`src/rtl/rxt_pkg.sv`:
```
package rxt_pkg;
  localparam int DATA_W  = 8;
  localparam int ENTRY_W = DATA_W + 4;
  localparam int FE_BIT  = DATA_W;
  localparam int PE_BIT  = DATA_W + 1;
  localparam int BK_BIT  = DATA_W + 2;
  localparam int OV_BIT  = DATA_W + 3;
  localparam int IDX_W   = $clog2(DATA_W);

  typedef enum logic [2:0] {
    S_IDLE, S_START, S_DATA, S_PAR, S_STOP, S_WAIT_HI
  } rx_state_e;

  typedef struct packed {
    logic [1:0] wlen;
    logic       par_en;
    logic       even;
    logic       stick;
  } line_cfg_t;

  function automatic logic [IDX_W-1:0] last_idx(input logic [1:0] wlen);
    return IDX_W'(DATA_W - 4) + IDX_W'(wlen);
  endfunction

  function automatic logic exp_parity(input logic [DATA_W-1:0] d,
                                      input logic even, input logic stick);
    if (stick) return ~even;
    return even ? ^d : ~^d;
  endfunction
endpackage

```
`src/rtl/rxt_sync.sv`:
```
module rxt_sync #(
  parameter int STAGES = 2
) (
  input  logic clk_i,
  input  logic rst_ni,
  input  logic d_i,
  output logic q_o
);
  logic [STAGES-1:0] q;

  generate
    if (STAGES == 1) begin : g_one
      always_ff @(posedge clk_i or negedge rst_ni)
        if (!rst_ni) q <= 1'b1;
        else         q <= d_i;
    end else begin : g_chain
      always_ff @(posedge clk_i or negedge rst_ni)
        if (!rst_ni) q <= '1;
        else         q <= {q[STAGES-2:0], d_i};
    end
  endgenerate

  assign q_o = q[STAGES-1];
endmodule

```
`src/rtl/rxt_bit_timer.sv`:
```
module rxt_bit_timer #(
  parameter int OSR = 16
) (
  input  logic clk_i,
  input  logic rst_ni,
  input  logic tick_i,
  input  logic clear_i,
  input  logic half_i,
  output logic sample_o
);
  localparam int CNT_W = $clog2(OSR);
  localparam logic [CNT_W-1:0] FULL_PT = CNT_W'(OSR - 1);
  localparam logic [CNT_W-1:0] HALF_PT = CNT_W'(OSR / 2 - 1);

  logic [CNT_W-1:0] cnt;
  logic             hit;

  assign hit      = cnt == (half_i ? HALF_PT : FULL_PT);
  assign sample_o = tick_i & ~clear_i & hit;

  always_ff @(posedge clk_i or negedge rst_ni)
    if (!rst_ni)            cnt <= '0;
    else if (clear_i)       cnt <= '0;
    else if (tick_i && hit) cnt <= '0;
    else if (tick_i)        cnt <= cnt + 1'b1;
endmodule

```
`src/rtl/rxt_frame_fsm.sv`:
```
module rxt_frame_fsm
  import rxt_pkg::*;
(
  input  logic              clk_i,
  input  logic              rst_ni,
  input  logic              en_i,
  input  logic              rx_i,
  input  logic              sample_i,
  input  line_cfg_t         cfg_i,
  output rx_state_e         state_o,
  output logic              done_o,
  output logic [DATA_W-1:0] char_o,
  output logic              fe_o,
  output logic              pe_o,
  output logic              brk_o
);
  rx_state_e         state;
  line_cfg_t         cfg_q;
  logic [IDX_W-1:0]  idx;
  logic [DATA_W-1:0] shreg;
  logic              par_q;
  logic              all_low;

  assign state_o = state;

  always_ff @(posedge clk_i or negedge rst_ni) begin
    if (!rst_ni) begin
      state   <= S_IDLE;
      cfg_q   <= '0;
      idx     <= '0;
      shreg   <= '0;
      par_q   <= 1'b0;
      all_low <= 1'b0;
      done_o  <= 1'b0;
      char_o  <= '0;
      fe_o    <= 1'b0;
      pe_o    <= 1'b0;
      brk_o   <= 1'b0;
    end else begin
      done_o <= 1'b0;
      if (!en_i) begin
        state <= S_IDLE;
      end else begin
        unique case (state)
          S_IDLE: if (!rx_i) state <= S_START;
          S_START: if (sample_i) begin
            if (rx_i) state <= S_IDLE;  // glitch
            else begin
              state   <= S_DATA;
              cfg_q   <= cfg_i;
              idx     <= '0;
              shreg   <= '0;
              par_q   <= 1'b0;
              all_low <= 1'b1;
            end
          end
          S_DATA: if (sample_i) begin
            shreg[idx] <= rx_i;
            if (rx_i) all_low <= 1'b0;
            if (idx == last_idx(cfg_q.wlen))
              state <= cfg_q.par_en ? S_PAR : S_STOP;
            else
              idx <= idx + 1'b1;
          end
          S_PAR: if (sample_i) begin
            par_q <= rx_i;
            if (rx_i) all_low <= 1'b0;
            state <= S_STOP;
          end
          S_STOP: if (sample_i) begin
            done_o <= 1'b1;
            char_o <= shreg;
            fe_o   <= ~rx_i;
            brk_o  <= ~rx_i & all_low;
            pe_o   <= cfg_q.par_en & ~(~rx_i & all_low) &
                      (par_q != exp_parity(shreg, cfg_q.even, cfg_q.stick));
            state  <= rx_i ? S_IDLE : S_WAIT_HI;
          end
          S_WAIT_HI: if (rx_i) state <= S_IDLE;
          default: state <= S_IDLE;
        endcase
      end
    end
  end
endmodule

```
`src/rtl/rxt_tagger.sv`:
```
module rxt_tagger
  import rxt_pkg::*;
(
  input  logic               clk_i,
  input  logic               rst_ni,
  input  logic               done_i,
  input  logic [DATA_W-1:0]  char_i,
  input  logic               fe_i,
  input  logic               pe_i,
  input  logic               brk_i,
  input  logic               full_i,
  output logic               push_o,
  output logic [ENTRY_W-1:0] entry_o,
  output logic               overrun_o
);
  logic ovr_pend;

  always_ff @(posedge clk_i or negedge rst_ni) begin
    if (!rst_ni) begin
      push_o    <= 1'b0;
      entry_o   <= '0;
      overrun_o <= 1'b0;
      ovr_pend  <= 1'b0;
    end else begin
      push_o    <= 1'b0;
      overrun_o <= 1'b0;
      if (done_i) begin
        if (full_i) begin
          overrun_o <= 1'b1;
          ovr_pend  <= 1'b1;
        end else begin
          push_o   <= 1'b1;
          entry_o  <= {ovr_pend, brk_i, pe_i, fe_i, char_i};
          ovr_pend <= 1'b0;
        end
      end
    end
  end
endmodule

```
`src/rtl/rx_char_tagger.sv`:
```
module rx_char_tagger
  import rxt_pkg::*;
#(
  parameter int OSR         = 16,
  parameter int SYNC_STAGES = 2
) (
  input  logic               clk_i,
  input  logic               rst_ni,
  input  logic               rxd_i,
  input  logic               tick_i,
  input  logic               uart_en_i,
  input  logic               rx_en_i,
  input  logic [1:0]         wlen_i,
  input  logic               par_en_i,
  input  logic               par_even_i,
  input  logic               par_stick_i,
  input  logic               fifo_full_i,
  output logic               push_o,
  output logic [ENTRY_W-1:0] push_data_o,
  output logic               overrun_o,
  output logic               busy_o
);
  logic              rx_s, en, sample, done, fe, pe, brk;
  logic [DATA_W-1:0] char_d;
  rx_state_e         state;
  line_cfg_t         cfg;

  assign en  = uart_en_i & rx_en_i;
  assign cfg = '{wlen: wlen_i, par_en: par_en_i, even: par_even_i, stick: par_stick_i};

  rxt_sync #(.STAGES(SYNC_STAGES)) i_sync (
    .clk_i(clk_i), .rst_ni(rst_ni), .d_i(rxd_i), .q_o(rx_s)
  );

  rxt_bit_timer #(.OSR(OSR)) i_timer (
    .clk_i   (clk_i),
    .rst_ni  (rst_ni),
    .tick_i  (tick_i),
    .clear_i (state == S_IDLE || state == S_WAIT_HI || !en),
    .half_i  (state == S_START),
    .sample_o(sample)
  );

  rxt_frame_fsm i_fsm (
    .clk_i(clk_i), .rst_ni(rst_ni), .en_i(en), .rx_i(rx_s), .sample_i(sample),
    .cfg_i(cfg), .state_o(state), .done_o(done), .char_o(char_d),
    .fe_o(fe), .pe_o(pe), .brk_o(brk)
  );

  rxt_tagger i_tag (
    .clk_i(clk_i), .rst_ni(rst_ni), .done_i(done), .char_i(char_d),
    .fe_i(fe), .pe_i(pe), .brk_i(brk), .full_i(fifo_full_i),
    .push_o(push_o), .entry_o(push_data_o), .overrun_o(overrun_o)
  );

  assign busy_o = state != S_IDLE;
endmodule

```
`config.mk`:
```
export PLATFORM = sky130hd
export DESIGN_NAME = rx_char_tagger
export DESIGN_NICKNAME = d
export VERILOG_FILES = /design/src/rtl/rxt_pkg.sv /design/src/rtl/rxt_sync.sv /design/src/rtl/rxt_bit_timer.sv /design/src/rtl/rxt_frame_fsm.sv /design/src/rtl/rxt_tagger.sv /design/src/rtl/rx_char_tagger.sv
export SDC_FILE = /design/constraint.sdc
export NUM_CORES = 1
export LEC_CHECK = 0
export ABC_CLOCK_PERIOD_IN_PS = 4100
export BUFFER_PORTS_ARGS = -buffer_cell sky130_fd_sc_hd__buf_2
export CAP_MARGIN = 20
export CORE_MARGIN = 3
export CORE_UTILIZATION = 45
export DETAILED_ROUTE_END_ITERATION = 8
export PLACE_DENSITY = 0.67
export SLEW_MARGIN = 20
export SYNTH_ARGS = -nofsm -noshare
export SYNTH_HDL_FRONTEND = slang
export SYNTH_HIERARCHICAL = 1
export SYNTH_SLANG_ARGS = --single-unit
```
`constraint.sdc`:
```
create_clock -name clk_i -period 4.1 [get_ports clk_i]
set_input_delay 0.615 -clock clk_i [delete_from_list [all_inputs] [get_ports clk_i]]
set_output_delay 0.615 -clock clk_i [all_outputs]
set_load 0.05 [all_outputs]
```
Word-level counts from Yosys, hierarchy flattened
Cells that the tools add are included.
Operators by class
  add/subtract/negate cells: 3
  order comparisons: 2
  eq/ne operators: 22
  multiplexer cells: 54
  bitwise operators: 11
  reductions and logical operators: 22
Operator list (count)
  2-to-1 mux 3 bit: 14
  2-to-1 mux 1 bit: 25
  2-to-1 mux 8 bit: 3
  != test 3 bit, second input constant: 7
  one-hot mux 3 bit (6 select lines): 1
  2-to-1 mux 4 bit: 4
  one-hot mux 8 bit (2 select lines): 1
  AND reduction 6 bit: 2
  != test 2 x 1 -> 1 bit, second input constant: 5
  AND reduction 5 bit: 2
  bitwise mux 8 bit: 1
  XNOR reduction 8 bit: 1
  XOR reduction 8 bit: 1
  AND reduction 7 bit: 1
  bitwise AND 1 bit: 6
  equality test 3 x 2 -> 1 bit, second input constant: 2
  equality test 3 bit, second input constant: 2
  one-hot mux 3 bit (2 select lines): 1
  nonzero test 2 bit: 3
  nonzero test 3 bit: 2
  inverter 1 bit: 5
  adder 4 x 1 -> 4 bit, second input constant: 1
  equality test 4 bit: 1
  < comparator 3 x 4 -> 1 bit, second input constant: 1
  other kinds (18): 22
Storage, ports and cells
  flip-flop bits (word level): 54
  output and inout port bits: 15
  word-level logic and storage cells: 134

Logic depth before layout (Yosys ltp)
  depth in word-level cells: 15
  depth in mapped cells: 8

Cells and area by module
The synthesis kept the hierarchy.
By module, submodules not included
  rxt_frame_fsm: instances 1, cells an instance 166, area an instance 1735.4 um^2, sequential area each 825.8 um^2
  rxt_tagger: instances 1, cells an instance 31, area an instance 596.8 um^2, sequential area each 375.4 um^2
  rxt_bit_timer: instances 1, cells an instance 26, area an instance 241.5 um^2, sequential area each 100.1 um^2
  rxt_sync: instances 1, cells an instance 2, area an instance 52.6 um^2, sequential area each 52.6 um^2
  rx_char_tagger: instances 1, cells an instance 5, area an instance 33.8 um^2, sequential area each 0.0 um^2

Worst setup path before layout
No wires, ideal clock.
  path type: input to register
  start point: input uart_en_i
  end point: register i_fsm.state[1] (netlist: i_fsm/state_o[1])
  library setup time: 78 ps
  arrival: 2667 ps
  required time: 4022 ps
  setup slack: 1355 ps
  stages: 8
  cells stage by stage: and2_1 > o21ai_0 > nor4b_2 > mux2i_1 > a21o_1 > a21oi_2 > or4b_1 > a21boi_1
On the way
  longest elaborated chain between the ends: 8
  elaborated cells on any way between the ends: 15
  classes of those cells: eq/ne: 7; mux: 1; bitwise: 4; reduce/logical: 3
RTL lines
  start, declared: line rx_char_tagger.sv:11  | input logic uart_en_i,
  bitwise AND 1 bit *: line rx_char_tagger.sv:28  | assign en = uart_en_i & rx_en_i;
  zero test 1 bit *
  logical OR 1 bit *: line rx_char_tagger.sv:39  | .clear_i (state == S_IDLE || state == S_WAIT_HI || !en),
  inverter 1 bit *: line rxt_bit_timer.sv:19  | assign sample_o = tick_i & ~clear_i & hit;
  bitwise AND 1 bit * (2 in a row): line rxt_bit_timer.sv:19
  net sample: line rx_char_tagger.sv:23  | logic rx_s, en, sample, done, fe, pe, brk;
  != test 3 bit (no line)
  AND reduction 7 bit (no line) *
  end signal, assigned: line rxt_frame_fsm.sv:61  | state <= cfg_q.par_en ? S_PAR : S_STOP;
  end signal, assigned: line rxt_frame_fsm.sv:77  | state <= rx_i ? S_IDLE : S_WAIT_HI;
  end, declared: line rxt_frame_fsm.sv:17  | rx_state_e state;
The timed path passes the listed nets; every way through them passes the cells marked *.
A chain may end at the register's enable or synchronous reset.

Worst setup path in the final report
  start point: register i_fsm.state[0] (netlist: i_fsm/state_o[0])
  end point: register i_fsm.state[1] (netlist: i_fsm/state_o[1])
On the way
  longest elaborated chain between the ends: 8
  elaborated cells on any way between the ends: 23
  classes of those cells: eq/ne: 13; mux: 3; bitwise: 3; reduce/logical: 4
RTL lines (line)
  branches (longest 5 deep; another with 2-to-1 mux 4 bit)
  bitwise AND 1 bit *: rxt_bit_timer.sv:19
  net sample: rx_char_tagger.sv:23
  != test 3 bit (no line)
  AND reduction 7 bit (no line) *
Mark *: on every way through the listed nets, which the timed path passes.

==> results list <==
- For the worst setup path, the data arrival time is ~3.4 ns.
* Synth-to-Final Area Change: 9.22%
- STA classifies the critical path endpoint as a register.
- Of all nets on the critical path, the largest fanout is 17.
* Global-route usage over all layers: between 10 and 15%
- For this design, the sink count on the clock tree is 54.
- In this run, the combinational gates consume about 3.8% of the power.
- Sorting the synthesized cells by area gives the leading types as dfrtp_1 (49%), mux2_2 (7.6%), mux2_4 (5.1%).
- In this run the power density over the cells is 307 nW/um^2.
* Post-synth top flop: dfrtp_1
- Together, buffers and inverters on the worst path number 0.
- The congestion estimate from routability-driven global placement came to around 0.84.
* Number of core rows: 27
* Overflow left after global routing: 0
* Effective utilization at floorplan: a little under half
* Post-synthesis cell count: 230
- Net switching component of the power: approximately 0.21 mW
* Count of TritonRoute iterations in the first routing pass: 4
* Number of vias per cell after detailed routing: roughly 5.5
- Port-buffer cells: 26
* DRT Wirelength: ~4.7 mm
- Setup repair after global routing left no endpoint under its margin.
- The worst register-to-register path has a setup slack of slightly below 1 ns.
* Clk network pwr share: between 30 and 40%
* Share of synthesized area spent on multiplexers: between 10 and 15%
- Multi-input gate area in the final layout: roughly 1200 sq um
- Worst-case headroom to the max-slew limit: between 40% and 50%
- Seq pwr share: 60.4%
* CTS tree: done
* Final setup violation count: 0
* Slowest-stage cell, CP: dfrtp_1
- The largest total area in the synthesized netlist belongs to dfrtp_1.
* Number of standard cells in the layout, taps in and fillers out: ~330
- Initial antenna violation count: 0
- Final worst slack: just under 1 ns
- Stages on the worst setup path: 8
* Die extent in x: between 80 and 90 microns
* Setup slack after placement: a little over 0.9 ns
* Clock tree root buffer cell: clkbuf_8
- Final worst clock skew: approximately 0.0064 ns
- Reg2reg end: i_fsm/state_o[1]
* Cell area after technology mapping: between 2000 and 3000 sq um
- WHS Path Cells: 0
* Post-synthesis xor/xnor area fraction: under 10%
* Final Max Tran Viols: 0
- STA classifies the critical path startpoint as a register.
* Register Area: 1350 sq um
- Top Family by Delay on Critical Path: simple AND/OR/NAND/NOR gates
- The worst hold path belongs to the class reg -> reg.
* Area of the die: between 6000 and 7000 sq um
- Largest family of logic cells by synthesized area: simple AND/OR/NAND/NOR gates
* Number of placed cells counting well taps: approximately 320
- The first global-routing pass estimated 8.38 mm of wire.
* Path depth of the worst reg2reg path: 8
- The critical path goes through nor3b_1 > xnor2_1 > nor4b_2 > mux2i_1 > a21o_1 > a21oi_2 > or4b_1 > a21boi_1.
- Number of buffers inserted during clock tree synthesis: 5
- After floorplanning, the core was sized to cover 5610 sq um.
* Crit path from: i_fsm/state_o[0]
- Start-to-end type of the worst setup path: reg -> reg
* Antenna-violating nets left: 0
- Of the total synthesized cell area, the portion taken by full adders, half adders and majority gates is less than 1%.
- In the final design database the tool counted roughly 270 nets.
* Max-cap violations: 0
- Depth of the CTS H-tree: 2
- After clock tree synthesis, the clock-pin slew on the worst setup and hold paths is around 0.1 ns.
- A synthesized cell averages roughly 12 sq um.
* Outcome: finished, final reports clean
- End point of the critical path: i_fsm/state_o[1]
* Max Root-Sink Buffers: 2
- The wire-length estimate of the detail-placed layout is 3.32 mm.
- Simple-gate share of the synthesized area: roughly 14%
- Detailed routing inserted a total of 1796 vias.
* Source-to-sink clock delay at the later pin of the worst-skew pair: between 0.3 and 0.4 ns
* Diodes inserted: 0
- Count of different cell masters after synthesis: 53
- The placed instances occupy a cell area of ~2800 sq um.
* Part of the cycle the worst path needs: ~76%
- Cts repair resizes: 0
- Layout filler cell count: around 530
* Count of flip-flops with a built-in enable after synthesis: 0
- Counting every net in the synthesized netlist gives 244.
- Number of global-route vias before repair: 1743
- The largest single stage delay on the critical path is roughly 0.66 ns.
* Transition time at the pin with the least slew margin: roughly 0.82 ns
* Die span in y: roughly 83 microns
* Leakage power summed over all cells: ~1.4 nW
- In the final timing run, aggregate negative setup slack is 0 ns.
* Internal Power: around 0.69 mW
- DRC Markers: 0
* Maximum operating frequency: 0.319 GHz
- Maximum number of pins on one net before global-route repair: 38
- Fin crit period: roughly 3.1 ns
- After clock tree synthesis, the flow added hold-fix buffers numbering 0.
- After synthesis, the share of flip-flops with an asynchronous set or reset is 100%.
- The number of hold violations in the final report was 0.
- Measured on the finished design, the core utilization comes to 51.8%.
- Post CTS Setup Buffer Count: 0
* Final instance area: 2910 sq um
* Switching fraction of total power: 23.1%
* Warning count from the yosys run: 6
- The post-route netlist has 29.0% of its cells at a drive strength greater than 1.
- DRC violation total after the first TritonRoute iteration: 82
- Data required time at the worst endpoint: 4.34 ns
- Area fraction of the dominant cell type after synthesis: 48.9%
* Complex-gate fraction of the synthesized area: 12.0%
- Flip-flop and latch count after synthesis: 54
- Across the VDD grid, the largest voltage drop is ~0.00014 V.
- The startpoint identified for the worst register-to-register timing path is i_fsm/state_o[0].
- Dividing the detail-routed wire length by the instance count gives 14.3 microns.
- Post-synthesis sequential area ratio: between 50% and 60%
- Pin placement for this block handled 27 I/O pins.
==> worst min-delay path by stage <==
stage,start,end,slack (ns)
2_1_floorplan,rst_ni,i_fsm/all_low,0.32
3_3_place_gp,i_sync/q[0],i_sync/q[1],0.35
3_5_place_dp,i_sync/q[0],i_sync/q[1],0.35
4_1_cts,i_sync/q[0],i_sync/q[1],0.36
5_1_grt,i_sync/q[0],i_sync/q[1],0.37
6_report,i_sync/q[0],i_sync/q[1],0.36
==> power groups by stage <==
stage	clock, mW	sequential [mW]	combinational, mW
floorplan	0	0.547	0.0189
global placement	0	0.550	0.0345
detailed placement	0	0.550	0.0352
CTS	0.330	0.539	0.0350
global route	0.358	0.540	0.0391
finish	0.320	0.539	0.0337
==> cell type report <==
type	count	area share, %
flip-flops and latches	54	46.6
multi-input cells	160	41.4
repair buffers	27	4.74
well taps	72	3.10
clock buffers	6	2.84
inverters	6	0.775
clock inverters	2	0.560
==> synth_stat cells (4+ instances only) <==
master	number
nand2_1	17
mux2_2	18
clkbuf_1	4
xnor2_1	9
nor2_1	13
a21oi_1	4
nand2b_1	4
inv_1	6
xor2_1	4
nor3_1	4
o21ai_0	22
dfrtp_1	52
a31oi_1	6
mux2_4	9
==> worst reg2reg max path, stage by stage, from the launching register on <==
cell and delay, ns:
dfrtp_1 0.66, nor3b_1 0.44, xnor2_1 0.18, nor4b_2 0.59
mux2i_1 0.20, a21o_1 0.23, a21oi_2 0.15, or4b_1 0.45
a21boi_1 0.16
==> flip-flops by register name (all words and copies together), names as in the netlist, 2 cells and up <==
| name | flops |
|---|---|
| i_fsm/state_o | 3 |
| i_sync/q | 2 |
| i_fsm/char_o | 8 |
| i_fsm/idx | 3 |
| i_fsm/shreg | 8 |
| i_timer/cnt | 4 |
| i_tag/entry_o | 12 |
| i_fsm/cfg_q | 5 |
==> per-stage QoR <==
step           hold slack (ns)  power [mW]
6_report                 0.362       0.893
5_1_grt                  0.372       0.937
3_3_place_gp             0.348       0.584
3_5_place_dp             0.349       0.585
2_1_floorplan            0.319       0.565
4_1_cts                  0.363       0.905
==> layer usage <==
metal / vias up / routed length [microns] / GRT usage, %
met5: - / 0 / 0
met4: 0 / 46 / 4.90
met3: 4 / 177 / 3.77
met2: 34 / 2090 / 21.6
met1: 892 / 2380 / 21.3
li1: 866 / - / -
==> logic make-up (layout without fill, tap and decap cells) <==
group | count (synthesis) | in the layout
AOI/OAI and AO/OA | 51 | 51
xor gates and xnor gates | 13 | 13
adders and majority gates | 2 | 2
buffers and inverters | 16 | 41
DFF | 54 | 54
muxes | 30 | 30
and+or+nand+nor | 64 | 64
==> cell usage in the layout, fill, tap and decap left out, types with 2 or more instances in the layout <==
master and instances:
nor2_1 13, mux2i_1 3, clkbuf_8 6, nor3_1 4, xnor2_1 9, nand2b_1 4, dfrtp_1 52, o21a_1 2
nand4_1 2, xor2_1 4, ha_1 2, o21ai_0 22, a22o_1 3, o21ai_1 2, buf_2 26, nor3b_1 3
mux2_4 9, o31ai_1 2, nor2b_1 3, dfstp_2 2, a21oi_1 4, inv_1 6, nand2_1 17, mux2_2 18
nand3_1 2, o2111ai_1 3, a31oi_1 6
(Power assumes the default switching activity.)
